$ cat src/rtl/nic_csr_pkg.sv
package nic_csr_pkg;
  localparam int DATA_W = 16;
  localparam int EVT_W  = 7;

  localparam int BIT_ERR   = 15;
  localparam int BIT_IFLAG = 7;
  localparam int BIT_IEN   = 6;
  localparam int BIT_RXON  = 5;
  localparam int BIT_TXON  = 4;
  localparam int BIT_STOP  = 2;
  localparam int BIT_START = 1;
  localparam int BIT_INIT  = 0;
  localparam int BIT_IDONE = 8;

  localparam logic [DATA_W-1:0] STICKY_MASK = 16'h7F00;
  localparam logic [DATA_W-1:0] ERR_SRC     = 16'h7100;
  localparam logic [DATA_W-1:0] STOPPED_VAL = 16'h0004;

  localparam int PORT_DATA = 0;
  localparam int PORT_PTR  = 1;

  typedef struct packed {
    logic csrWr;
    logic lowWr;
    logic highWr;
    logic modeWr;
  } strobe_t;
endpackage

$ cat src/rtl/nic_csr_ctrl.sv
module nic_csr_ctrl
  import nic_csr_pkg::*;
#(
  parameter int ADDR_W = 3,
  parameter int NREGS  = 4,
  localparam int PTR_W = $clog2(NREGS),
  localparam int IDX_W = ADDR_W - 1
) (
  input  logic              clk,
  input  logic              rstN,
  input  logic [ADDR_W-1:0] busAddr,
  input  logic              wrEn,
  input  logic [DATA_W-1:0] wrData,
  output strobe_t           strobes,
  output logic [PTR_W-1:0]  ptrQ,
  output logic              selData,
  output logic              selPtr
);
  logic [IDX_W-1:0] wordIdx;
  logic             ptrLoad;

  assign wordIdx = busAddr[ADDR_W-1:1];
  assign selData = (wordIdx == IDX_W'(PORT_DATA));
  assign selPtr  = (wordIdx == IDX_W'(PORT_PTR));
  assign ptrLoad = wrEn && selPtr && ({16'b0, wrData} < 32'(NREGS));

  always_ff @(posedge clk) begin
    if (!rstN) ptrQ <= '0;
    else if (ptrLoad) ptrQ <= wrData[PTR_W-1:0];
  end

  always_comb begin
    strobes        = '0;
    strobes.csrWr  = wrEn && selData && (ptrQ == PTR_W'(0));
    strobes.lowWr  = wrEn && selData && (ptrQ == PTR_W'(1));
    strobes.highWr = wrEn && selData && (ptrQ == PTR_W'(2));
    strobes.modeWr = wrEn && selData && (ptrQ == PTR_W'(3));
  end
endmodule

$ cat src/rtl/nic_csr_dp.sv
module nic_csr_dp
  import nic_csr_pkg::*;
#(
  parameter int NREGS  = 4,
  localparam int PTR_W = $clog2(NREGS)
) (
  input  logic              clk,
  input  logic              rstN,
  input  strobe_t           strobes,
  input  logic [DATA_W-1:0] wrData,
  input  logic [EVT_W-1:0]  evtSet,
  input  logic [PTR_W-1:0]  ptrQ,
  input  logic              selData,
  input  logic              selPtr,
  output logic [DATA_W-1:0] rdData,
  output logic [DATA_W-1:0] ctrlStatus,
  output logic [2*DATA_W-1:0] initPtr,
  output logic              irq
);
  logic [DATA_W-1:0] csrQ, lowQ, highQ, modeQ;
  logic [DATA_W-1:0] csrNext, afterWr;

  // next value of the control/status word
  always_comb begin
    afterWr = csrQ & ~(wrData & STICKY_MASK);
    afterWr[BIT_ERR]   = |(afterWr & ERR_SRC);
    afterWr[BIT_IFLAG] = |(afterWr & STICKY_MASK);
    afterWr[BIT_IEN]   = wrData[BIT_IEN];
    if (wrData[BIT_INIT]) begin
      afterWr[BIT_IDONE] = 1'b1;
      afterWr[BIT_INIT]  = 1'b1;
      afterWr[BIT_STOP]  = 1'b0;
    end else if (wrData[BIT_START]) begin
      afterWr[BIT_START] = 1'b1;
      afterWr[BIT_RXON]  = 1'b1;
      afterWr[BIT_TXON]  = 1'b1;
      afterWr[BIT_STOP]  = 1'b0;
    end

    csrNext = csrQ;
    if (strobes.csrWr) csrNext = wrData[BIT_STOP] ? STOPPED_VAL : afterWr;
    if (|evtSet) begin
      csrNext[BIT_IDONE +: EVT_W] = csrNext[BIT_IDONE +: EVT_W] | evtSet;
      csrNext[BIT_IFLAG] = 1'b1;
    end
  end

  always_ff @(posedge clk) begin
    if (!rstN) begin
      csrQ  <= STOPPED_VAL;
      lowQ  <= '0;
      highQ <= '0;
      modeQ <= '0;
    end else begin
      csrQ <= csrNext;
      if (strobes.lowWr)  lowQ  <= wrData;
      if (strobes.highWr) highQ <= wrData;
      if (strobes.modeWr) modeQ <= wrData;
    end
  end

  always_comb begin
    rdData = '0;
    if (selData) begin
      case (ptrQ)
        PTR_W'(0): rdData = csrQ;
        PTR_W'(1): rdData = lowQ;
        PTR_W'(2): rdData = highQ;
        PTR_W'(3): rdData = modeQ;
        default:   rdData = '0;
      endcase
    end else if (selPtr) begin
      rdData = {{(DATA_W-PTR_W){1'b0}}, ptrQ};
    end
  end

  assign ctrlStatus = csrQ;
  assign initPtr    = {highQ, lowQ};
  assign irq        = csrQ[BIT_IFLAG] & csrQ[BIT_IEN];
endmodule

$ cat src/rtl/nic_csr_window.sv
module nic_csr_window
  import nic_csr_pkg::*;
#(
  parameter int ADDR_W = 3,
  parameter int NREGS  = 4,
  localparam int PTR_W = $clog2(NREGS)
) (
  input  logic              clk,
  input  logic              rstN,
  input  logic [ADDR_W-1:0] busAddr,
  input  logic              wrEn,
  input  logic [15:0]       wrData,
  input  logic [6:0]        evtSet,
  output logic [15:0]       rdData,
  output logic [15:0]       ctrlStatus,
  output logic [31:0]       initPtr,
  output logic              irq
);
  strobe_t          strobes;
  logic [PTR_W-1:0] ptrCur;
  logic             selData, selPtr;

  nic_csr_ctrl #(.ADDR_W(ADDR_W), .NREGS(NREGS)) u_ctrl (
    .clk(clk), .rstN(rstN), .busAddr(busAddr), .wrEn(wrEn), .wrData(wrData),
    .strobes(strobes), .ptrQ(ptrCur), .selData(selData), .selPtr(selPtr)
  );

  nic_csr_dp #(.NREGS(NREGS)) u_dp (
    .clk(clk), .rstN(rstN), .strobes(strobes), .wrData(wrData), .evtSet(evtSet),
    .ptrQ(ptrCur), .selData(selData), .selPtr(selPtr), .rdData(rdData),
    .ctrlStatus(ctrlStatus), .initPtr(initPtr), .irq(irq)
  );
endmodule

$ cat config.mk
export PLATFORM = sky130hd
export DESIGN_NAME = nic_csr_window
export DESIGN_NICKNAME = d
export VERILOG_FILES = /design/src/rtl/nic_csr_pkg.sv /design/src/rtl/nic_csr_ctrl.sv /design/src/rtl/nic_csr_dp.sv /design/src/rtl/nic_csr_window.sv
export SDC_FILE = /design/constraint.sdc
export NUM_CORES = 1
export LEC_CHECK = 0
export ABC_AREA = 1
export BUFFER_PORTS_ARGS = -buffer_cell sky130_fd_sc_hd__buf_2
export CAP_MARGIN = 20
export CORE_ASPECT_RATIO = 0.9
export CORE_MARGIN = 8
export CORE_UTILIZATION = 50
export CTS_BUF_LIST = sky130_fd_sc_hd__clkbuf_16
export CTS_CLUSTER_DIAMETER = 120
export CTS_CLUSTER_SIZE = 30
export DETAILED_ROUTE_END_ITERATION = 16
export PLACE_DENSITY = 0.75
export RECOVER_POWER = 100
export SETUP_SLACK_MARGIN = 0.4
export SLEW_MARGIN = 0
export SYNTH_ARGS = -nofsm -noshare
export SYNTH_HDL_FRONTEND = slang
export SYNTH_SLANG_ARGS = --single-unit
$ cat constraint.sdc
create_clock -name clk -period 2.8 [get_ports clk]
set_clock_uncertainty 0.15 [all_clocks]
set_input_delay 0 -clock clk [delete_from_list [all_inputs] [get_ports clk]]
set_output_delay 0 -clock clk [all_outputs]
set_load 0.02 [all_outputs]
Word level (Yosys, flattened, before mapping)

Index checks and enable logic that the tools add are counted.

Register bits after elaboration: 66
Output and inout bits: 65
Word-level logic and storage cells: 42

$lt $le $gt $ge: 1
Equal/unequal tests: 4
Mux-type cells: 13
Bitwise gates (word level): 4
Reduce and logical (&&, ||, !) cells: 13

Operator list:

| cell                | number |
|---|---|
| $pmux 16 s4         | 1 |
| $mux 16             | 2 |
| $lt 16x3->1 const B | 1 |
| $and 15x15->15      | 1 |
| $mux 15             | 1 |
| $not 15->15         | 1 |
| $reduce_or 7->1     | 2 |
| $mux 2              | 4 |
| $mux 8              | 1 |
| $logic_and 1x1->1   | 7 |
| $or 7x7->7          | 1 |
| $eq 2x1->1 const B  | 2 |
| $eq 2x2->1 const B  | 2 |
| $logic_not 2->1     | 2 |
| $mux 1              | 4 |
| $reduce_or 4->1     | 1 |
| $reduce_bool 2->1   | 1 |
| $and 1x1->1         | 1 |

Longest topological paths before layout

Gate-level depths: netlist of the first run.

Depth after elaboration: 8
Gate-level depth with buffers: 9
Mapped depth without buffers: 9

By module

From an unflattened synthesis of the first run, not the netlist that was laid out.

Cell total of the unflattened synthesis: 420
Area total of the unflattened synthesis: 2929.1 µm²

By module, submodules not included:

| module       | times used | cells each | area an instance (µm²) | sequential area each (µm²) |
|---|---|---|---|---|
| nic_csr_dp   | 1          | 379        | 2716.4                 | 1281.2 |
| nic_csr_ctrl | 1          | 41         | 212.7                  | 40.0 |

Least setup slack after synthesis of the first run

OpenSTA, ideal clock, no wires.

Path type: register -> output
From: register u_ctrl.ptrQ[0]
To: output rdData[4]
Arrival time: 1352 ps
Path slack: 1298 ps
Cell stages (with the launch flop): 7
Path buffers: 2
Cells stage by stage: dfxtp_1 nand2_1 inv_2 buf_4 buf_6 nand2_1 a31oi_1

Cells in the longest elaborated chain, start to end: 3
Elaborated cells between the ends (all ways): 6

Ends and longest elaborated chain:

| element                            | RTL line             | source |
|---|---|---|
| start, declared                    | nic_csr_ctrl.sv:15   | `output logic [PTR_W-1:0] ptrQ,` |
| start signal, assigned             | nic_csr_ctrl.sv:29   | `else if (ptrLoad) ptrQ <= wrData[PTR_W-1:0];` |
| $eq 2x2->1 (tied with other cells) | nic_csr_dp.sv:65     | `case (ptrQ)` |
| $pmux 16 s4 (*)                    | nic_csr_dp.sv:65     |  |
| $mux 16 (*)                        | nic_csr_dp.sv:64     | `if (selData) begin` |
| end, declared                      | nic_csr_window.sv:14 | `output logic [15:0] rdData,` |

Mark *: on every way between the ends. The rest lies on a longest branch, timed or not.

Worst setup path after layout of the first run

From: register u_ctrl.ptrQ[0]
To: output rdData[14]

Same word-level chain as after synthesis.

==> Flow_metrics.wiki, run 1 <==
{| class="wikitable"
! Metric !! Value
|-
| Antenna Diode Count || 0
|-
| Initial Util || 52.21%
|-
| Maximum VDD drop || ~350 uV
|-
| Clk Tree Root Cell || sky130_fd_sc_hd__clkbuf_16
|-
| Die Height || between 80 and 90 um
|-
| Setup Fix Bufs, Post-CTS || 0
|-
| Number of DRC violations after detailed routing || 0
|-
| Delay of the slowest critical-path stage || 0.52 ns
|-
| Num CTS Buffers || 9
|-
| Global placer's final weighted congestion || between 0.9 and 1
|-
| Clock latency on the worst-skew pair || 0.33 ns
|-
| Layout-stage area growth over the synthesis result || 32.27%
|-
| Count of endpoints failing setup in the final report || 0
|-
| Compound-Gate Fraction of Synth Area || between 20% and 30%
|-
| Cells along the critical path || inv_1 > nor2_1 > clkbuf_1 > a21oi_1 > a21oi_1 > buf_2
|-
| Nature of the critical path startpoint || flop
|-
| Overall Power || about 2.4 mW
|-
| Instance count of the mapped netlist || around 420
|-
| Row Count || 26
|-
| Synthesized netlist net count || ~450
|-
| Post-synthesis cell type count || 26
|-
| Synth Area in XOR/XNOR || 0%
|-
| CTS tree || yes
|-
| Die width || between 90 and 100 um
|-
| Multiplexer fraction of the synthesized cell area || 0%
|-
| Area of the mapped netlist || ~3000 um2
|-
| Endpoint kind of the worst setup timing path || output port
|-
| Sum of net half-perimeters after detailed placement || about 6.7 mm
|-
| CP required || between 2 and 3 ns
|-
| Critical-path cell with the highest stage delay || sky130_fd_sc_hd__clkbuf_1
|-
| Worst slew pin tran || a little under 0.8 ns
|-
| Final net count || around 570
|-
| Maximum level of the CTS H-tree || 3
|-
| Proportion of synthesized chip area in sequential cells || ~44%
|-
| Cell taking the most area after synthesis || sky130_fd_sc_hd__dfxtp_1
|-
| Via count || between 3000 and 4000
|-
| Proportion of netlist area held by the largest area contributor || 44.20%
|-
| Final Instance Count excl. Fillers || a little over 600
|-
| Main combinational cell family by area after synthesis || compound AO/OA/AOI/OAI gates
|-
| Reg2reg path depth || 6
|-
| Final Cycle Share || about nine tenths
|-
| Class of the most critical setup path || flop to output port
|-
| Routed wire per std cell || approximately 17 um
|-
| Number of I/O port buffers || 92
|-
| Die area || roughly 8700 um2
|-
| Critical path data arrival time || 2.39 ns
|-
| Number of global-route vias before repair || approximately 3300
|-
| DRT antenna net count || 0
|-
| Adder and majority gate portion of the synthesized area || 0%
|-
| GRT Overall Usage || about a quarter
|-
| Hold Crit Depth || 6
|-
| Most repeated library cell on the critical path || sky130_fd_sc_hd__a21oi_1
|-
| Clock transition at the register clock pins on the worst setup and hold paths after CTS || roughly 0.06 ns
|-
| WL final || between 10 and 15 mm
|-
| Layout cell share with drive strength beyond 1 || between 10% and 20%
|-
| Crit path max fanout || 18
|-
| CTS sink cnt || 66
|-
| Total of max-cap violations || 0
|-
| Leakage power figure || between 1.5 and 2 nW
|-
| Design area || between 3000 and 4000 um2
|-
| RSZ-0062 raised after global routing || false
|-
| Number of design-rule violations left by the first detailed-router iteration || around 240
|-
| Number of cells on the critical path || 6
|-
| Count of TritonRoute iterations in the first routing pass || 5
|-
| Period minus WS final || approximately 2.5 ns
|-
| Outcome || finished clean
|-
| Number of vias per cell after detailed routing || between 5 and 6
|-
| Power per standard cell area || between 500 and 600 nW/um2
|-
| Headroom to the max-slew limit || between 40% and 50%
|-
| Number of warnings reported in the yosys synthesis log || 0
|-
| Post-synthesis simple-gate area fraction || 21.77%
|-
| Maximum root-to-sink buffer count || 2
|-
| Smallest setup slack after layout || ~0.26 ns
|-
| Mean cell area of the mapped netlist || about 7 um2
|-
| Maximum clock frequency || around 400 MHz
|-
| DP Area || ~3400 um2
|-
| Number of synthesized register bits || 66
|-
| Core area || about 5700 um2
|-
| Cell family contributing the most delay on the critical path || buffers and inverters
|-
| Biggest area contributors in the synthesized netlist || sky130_fd_sc_hd__dfxtp_1 44%, sky130_fd_sc_hd__nand2_1 9.9%, sky130_fd_sc_hd__a21oi_1 9.4%
|-
| Max-slew violation count || 0
|-
| Sum of negative setup slack || 0 ns
|-
| Setup Slack @ Placement || 0.9583 ns
|-
| Class of the worst hold path || input port to flop
|-
| Final hold vios || 0
|-
| Number of placed I/O pins || 94
|-
| Maximum number of pins on one net before global-route repair || 40
|-
| DP Cell Count || approximately 570
|-
| WP buf/inv || 3
|-
| Global-route wire length before repair || between 15 and 20 mm
|-
| GRT overflow || 0
|-
| Number of antenna violations at the first check in global routing || 0
|}
final cells by class:
type / count / area, um2
inverter: 39 / 151.4
multi-input combinational: 298 / 1384
clock buffer: 9 / 225.2
clock inverter: 7 / 93.84
tap: 70 / 87.58
sequential: 66 / 1321
timing repair buffer: 123 / 690.7
fill: 526 / 1772
timing repair:
action | CTS | global route
endpoints found under the setup margin | 0 | 2
resized for setup | 0 | 1
hold buffers | 29 | 0
hold endpoints to repair | 63 | 0
sequential cells by signal, indices dropped and copies added (netlist names):
register	count
u_dp.highQ	16
u_dp.modeQ	16
u_dp.lowQ	16
u_dp.ctrlStatus	16
u_ctrl.ptrQ	2
worst register-to-register path: cells and delay by family (launching register included):
family,cells,cell delay (ns)
buffers and inverters,1,0.57
and+or+nand+nor,4,1.05
DFF,1,0.36
AOI/OAI and AO/OA,1,0.15
metrics by stage:
stage               util, %  hold slack, ns
floorplan                 -        -0.01603
global placement      59.94          0.1041
detailed placement    59.94          0.1068
CTS                   70.59        0.001273
global route          69.06         0.05447
finish                69.06         0.01123
metal layers:
metal  wire [um]  global-route usage [%]  part of all wire (%)  vias up
li1            -                       -                     -     1643
met1        4250                   27.29                    41     1614
met2        4763                   39.05                    46      208
met3        1121                   6.801                    11       20
met4         216                   10.16                   2.1        0
met5           0                       0                     0        -
placed cells by master, fill, tap and decap left out, drive strengths merged, types with 2 or more instances in the layout:
cell	netlist	routed
nand2	82	82
o21ai	71	71
clkbuf	10	67
dfxtp	66	66
a21oi	56	56
nor2	50	50
inv	37	37
buf	11	36
dlygate4sd3	0	29
nand3	19	19
a31oi	13	13
clkinv	2	6
o211ai	2	2
nand4	2	2
bufinv	0	2
final timing paths:
check                          start             endpoint  slack [ns]
hold / removal                  wrEn       u_ctrl.ptrQ[0]        0.01
setup / recovery      u_ctrl.ptrQ[0]           rdData[14]        0.26
hold reg to reg   u_dp.ctrlStatus[3]   u_dp.ctrlStatus[3]        0.30
setup reg to reg      u_ctrl.ptrQ[0]  u_dp.ctrlStatus[13]        0.47
synth_stat cells:
cell	instances
sky130_fd_sc_hd__nor2_2	3
sky130_fd_sc_hd__inv_4	1
sky130_fd_sc_hd__clkinv_2	2
sky130_fd_sc_hd__buf_2	6
sky130_fd_sc_hd__buf_4	1
sky130_fd_sc_hd__dfxtp_1	66
sky130_fd_sc_hd__a21o_1	1
sky130_fd_sc_hd__inv_2	5
sky130_fd_sc_hd__clkbuf_1	10
sky130_fd_sc_hd__nand4_1	2
sky130_fd_sc_hd__nor2_4	2
sky130_fd_sc_hd__nand2_4	1
sky130_fd_sc_hd__buf_6	4
sky130_fd_sc_hd__nand3b_1	1
sky130_fd_sc_hd__nand3_1	18
sky130_fd_sc_hd__nand2_1	79
sky130_fd_sc_hd__o22ai_1	1
sky130_fd_sc_hd__o21ai_1	25
sky130_fd_sc_hd__inv_1	31
sky130_fd_sc_hd__a31oi_1	13
sky130_fd_sc_hd__nand2_2	2
sky130_fd_sc_hd__o21ai_0	46
sky130_fd_sc_hd__nor2_1	45
sky130_fd_sc_hd__nand3_2	1
sky130_fd_sc_hd__a21oi_1	56
sky130_fd_sc_hd__o211ai_1	2
cells by family (layout without fill, tap and decap cells):
| family | after synthesis | count (layout) |
|---|---|---|
| buf+inv | 60 | 178 |
| simple gates | 154 | 154 |
| compound gates | 144 | 144 |
| flops | 66 | 66 |
power by group:
group / internal, mW / leakage [nW] / total [mW] / switching [mW]
Clock: 0.777 / 0.153 / 1.21 / 0.433
Combinational: 0.0722 / 0.892 / 0.188 / 0.116
Sequential: 0.950 / 0.534 / 0.962 / 0.0122
Note: power is estimated with default switching activity, not from simulation.
==> inputs of run 2 (changes only) <==
--- a/config.mk
+++ b/config.mk
@@ -5,7 +5,6 @@
 export SDC_FILE = /design/constraint.sdc
 export NUM_CORES = 1
 export LEC_CHECK = 0
-export ABC_AREA = 1
 export BUFFER_PORTS_ARGS = -buffer_cell sky130_fd_sc_hd__buf_2
 export CAP_MARGIN = 20
 export CORE_ASPECT_RATIO = 0.9
==> constraint.sdc (replaced) <==
create_clock -name clk -period 2.6 [get_ports clk]
set_clock_uncertainty 0.15 [all_clocks]
set_input_delay 0 -clock clk [delete_from_list [all_inputs] [get_ports clk]]
set_output_delay 0 -clock clk [all_outputs]
set_load 0.02 [all_outputs]
==> Flow_metrics.wiki, run 2 <==
{| class="wikitable"
! Metric !! Value
|-
| Outcome || finished clean
|-
| Sum of net half-perimeters after detailed placement || 5.996 mm (-11%)
|-
| Initial Util || 51.11% (-1.1 points)
|-
| Share of flip-flops with an asynchronous set or reset || 0% (unchanged)
|-
| Mean cell area of the mapped netlist || 9.476 um2 (+34%)
|-
| Number of DRC violations after detailed routing || 0 (unchanged)
|-
| Layout cell share with drive strength beyond 1 || 14.99% (+3.9 points)
|-
| Most instantiated library cell after synthesis || sky130_fd_sc_hd__dfxtp_1
|-
| Leakage power figure || 1.770 nW (+12%)
|-
| GRT overflow || 0 (unchanged)
|-
| Hold Crit Depth || 5 (-1)
|-
| Number of I/O port buffers || 92 (unchanged)
|-
| Top flip-flop cell by instance count after synthesis || sky130_fd_sc_hd__dfxtp_1
|-
| Hold slack final || 0.03174 ns (+0.02050 ns)
|-
| NetSw || 0.5299 mW (-5.6%)
|-
| Row Count || 27 (+3.8%)
|-
| Smallest setup slack after layout || 0.3473 ns (+0.08740 ns)
|-
| HP Start || busAddr[2]
|-
| Maximum level of the CTS H-tree || 3 (unchanged)
|-
| Number of fillers in the final layout || 504 (-4.2%)
|-
| Biggest area contributors in the synthesized netlist || sky130_fd_sc_hd__dfxtp_1 43%, sky130_fd_sc_hd__mux2i_1 11%, sky130_fd_sc_hd__mux4_2 10%
|-
| Final Cycle Share || between 80% and 90%
|-
| Global-route wire length before repair || 14.90 mm (-8.7%)
|-
| Count of TritonRoute iterations in the first routing pass || 4 (-1)
|-
| Number of design-rule violations left by the first detailed-router iteration || 219 (-8.4%)
|-
| Clock latency on the worst-skew pair || 0.32 ns (about the same)
|-
| Via count || 2914 (-16%)
|-
| Most common cell after layout, fill and taps aside || sky130_fd_sc_hd__dfxtp_1
|-
| Reg2reg setup slack || 0.39 ns (-0.08 ns)
|-
| Core area || 6081 um2 (+6.2%)
|-
| Proportion of netlist area held by the largest area contributor || 42.51% (-1.7 points)
|-
| Class of the worst hold path || input port to flop
|-
| Worst Hold Path EP || u_ctrl.ptrQ[1]
|-
| Net Sw Frac || 21.49% (-2.3 points)
|-
| Number of synthesized flops with an enable pin || 0 (unchanged)
|-
| Number of synthesized register bits || 66 (unchanged)
|-
| Area of the mapped netlist || 3108 um2 (+4.0%)
|-
| CTS sink cnt || 66 (unchanged)
|-
| Maximum clock frequency || around 440 MHz
|-
| Max-slew violation count || 0 (unchanged)
|-
| Count of endpoints failing setup in the final report || 0 (unchanged)
|-
| Class of the most critical setup path || flop to output port
|-
| Die area || 8998 um2 (+3.3%)
|-
| Maximum root-to-sink buffer count || 2 (unchanged)
|-
| Proportion of synthesized chip area in sequential cells || 42.51% (-1.7 points)
|-
| Area of the multi-input gates || 1579 um2 (+14%)
|-
| Reg2reg path depth || 4 (-2)
|-
| Setup Fix Bufs, Post-CTS || 0 (unchanged)
|-
| Number of warnings reported in the yosys synthesis log || 0 (unchanged)
|-
| Number of placed I/O pins || 94 (unchanged)
|-
| CP required || 2.45 ns (-0.20 ns)
|-
| Share of power burned in combinational logic || 8.5% (+0.6 points)
|-
| Maximum VDD drop || 434.8 uV (+25%)
|-
| Flop pwr share || 42.1% (+1.3 points)
|-
| GRT Overall Usage || 20.79% (-2.5 points)
|-
| Clock transition at the register clock pins on the worst setup and hold paths after CTS || 0.05 ns (about the same)
|-
| Number of antenna violations at the first check in global routing || 1 (+1)
|-
| Layout-stage area growth over the synthesis result || 31.04%
|-
| Critical path data arrival time || 2.10 ns (-0.29 ns)
|-
| Share of the core filled with cells in the final layout || 66.98% (-2.1 points)
|-
| Clk Tree Root Cell || sky130_fd_sc_hd__clkbuf_16
|-
| Number of vias per cell after detailed routing || 5.604 (-1.6%)
|-
| Maximum number of pins on one net before global-route repair || 38 (-5.0%)
|-
| Sequential standard cell area || 1321 um2 (unchanged)
|-
| Synthesized netlist net count || 357 (-21%)
|-
| Number of global-route vias before repair || 2952 (-11%)
|-
| Start of the worst register-to-register path || u_ctrl.ptrQ[1]
|-
| RSZ-0062 raised after global routing || false
|-
| Period minus WS final || 2.253 ns
|-
| Setup Slack @ Placement || 0.5741 ns (-0.3843 ns)
|-
| Routed wire per std cell || 17.96 um (+6.2%)
|-
| Top cells by instance count after synthesis || 66 x sky130_fd_sc_hd__dfxtp_1, 50 x sky130_fd_sc_hd__nor2_1, 36 x sky130_fd_sc_hd__nand2_1
|-
| CTS tree || yes
|-
| Final net count || 472 (-17%)
|-
| Global placer's final weighted congestion || 0.8377 (-8.0%)
|-
| Num CTS Buffers || 9 (unchanged)
|-
| Share of total power in the clock network || 49.4% (-1.9 points)
|-
| Final hold vios || 0 (unchanged)
|-
| End of the worst register-to-register path || u_dp.modeQ[8]
|-
| Post-synthesis cell type count || 38 (+46%)
|-
| Die width || 99.11 um (+1.6%)
|-
| Endpoint kind of the worst setup timing path || output port
|-
| Die Height || 90.80 um (+1.6%)
|-
| Total of max-cap violations || 0 (unchanged)
|-
| Instance count of the mapped netlist || 328 (-23%)
|-
| Power per standard cell area || 605.4 nW/um2 (+1.4%)
|-
| Nature of the critical path startpoint || flop
|-
| Most used cells in the layout excluding fill and tap cells || 66 x sky130_fd_sc_hd__dfxtp_1, 64 x sky130_fd_sc_hd__clkbuf_1, 50 x sky130_fd_sc_hd__nor2_1
|-
| WL final || 9.339 mm (-9.8%)
|-
| Worst slew pin tran || 0.8790 ns (+0.08305 ns)
|-
| Sum of negative setup slack || 0 ns (unchanged)
|-
| Crit path max fanout || 13 (-5)
|-
| Cell taking the most area after synthesis || sky130_fd_sc_hd__dfxtp_1
|-
| Internal power of the cells || 1.936 mW (+7.6%)
|-
| DRT antenna net count || 0 (unchanged)
|-
| Headroom to the max-slew limit || 41.19% (-5.7 points)
|}
run 2: power groups by stage:
| stage | Combinational, mW | Clock (mW) | Sequential [mW] |
|---|---|---|---|
| 4_1_cts | 0.205 | 1.24 | 1.04 |
| 6_report | 0.210 | 1.22 | 1.04 |
| 2_1_floorplan | 0.0810 | 0 | 1.07 |
| 3_3_place_gp | 0.168 | 0 | 1.06 |
| 5_1_grt | 0.226 | 1.28 | 1.04 |
| 3_5_place_dp | 0.170 | 0 | 1.06 |
run 2: cell type report:
class	instances	share of cell area, %
sequential	66	32.44
multi-input combinational	229	38.77
clock inverter	6	1.843
antenna	1	0.06144
timing repair buffer	128	18.31
clock buffer	9	5.530
tap	72	2.212
inverter	9	0.8295
run 2: what timing repair did:
item | CTS | global route
endpoints found under the setup margin | 5 | 4
hold endpoints to repair | 61 | 3
hold buffers | 27 | 1
resized for setup | 1 | 2
run 2: worst max-delay path by stage:
stage	startpoint	endpoint	slack, ns	cells past startpoint
finish	u_ctrl.ptrQ[1]	rdData[9]	0.35	4
global route	u_ctrl.ptrQ[1]	rdData[8]	0.28	4
CTS	u_ctrl.ptrQ[1]	u_dp.ctrlStatus[10]	0.43	5
detailed placement	u_ctrl.ptrQ[1]	u_dp.lowQ[8]	0.57	3
global placement	u_ctrl.ptrQ[1]	u_dp.lowQ[10]	0.59	3
floorplan	u_ctrl.ptrQ[0]	rdData[1]	0.99	7
run 2: logic make-up after synthesis:
logic type	synth area share (%)
DFF	42.51
and+or+nand+nor	21.26
muxes	21.10
AOI/OAI and AO/OA	8.655
buffers and inverters	6.481
run 2: critical path: stages, from the launching register on:
cell and delay, ns:
sky130_fd_sc_hd__dfxtp_1 0.61, sky130_fd_sc_hd__buf_4 0.30, sky130_fd_sc_hd__mux4_2 0.52, sky130_fd_sc_hd__and2_1 0.17, sky130_fd_sc_hd__clkbuf_1 0.17
run 2: stage by stage:
step | cells | cell area [um2] | power, mW
after floorplan | 328 | 3108 | 1.149
after global placement | 475 | 3556 | 1.224
after detailed placement | 475 | 3556 | 1.227
after CTS | 517 | 4128 | 2.480
after global routing | 520 | 4073 | 2.544
final | 520 | 4073 | 2.466
run 2: layer usage:
layer  up-vias  global-route usage [%]  wire length [um]
met1      1416                   23.58              3829
met3        30                   4.006               532
met2       108                   35.71              4701
li1       1360                       -                 -
met5         -                       0                 0
met4         0                   11.59               275
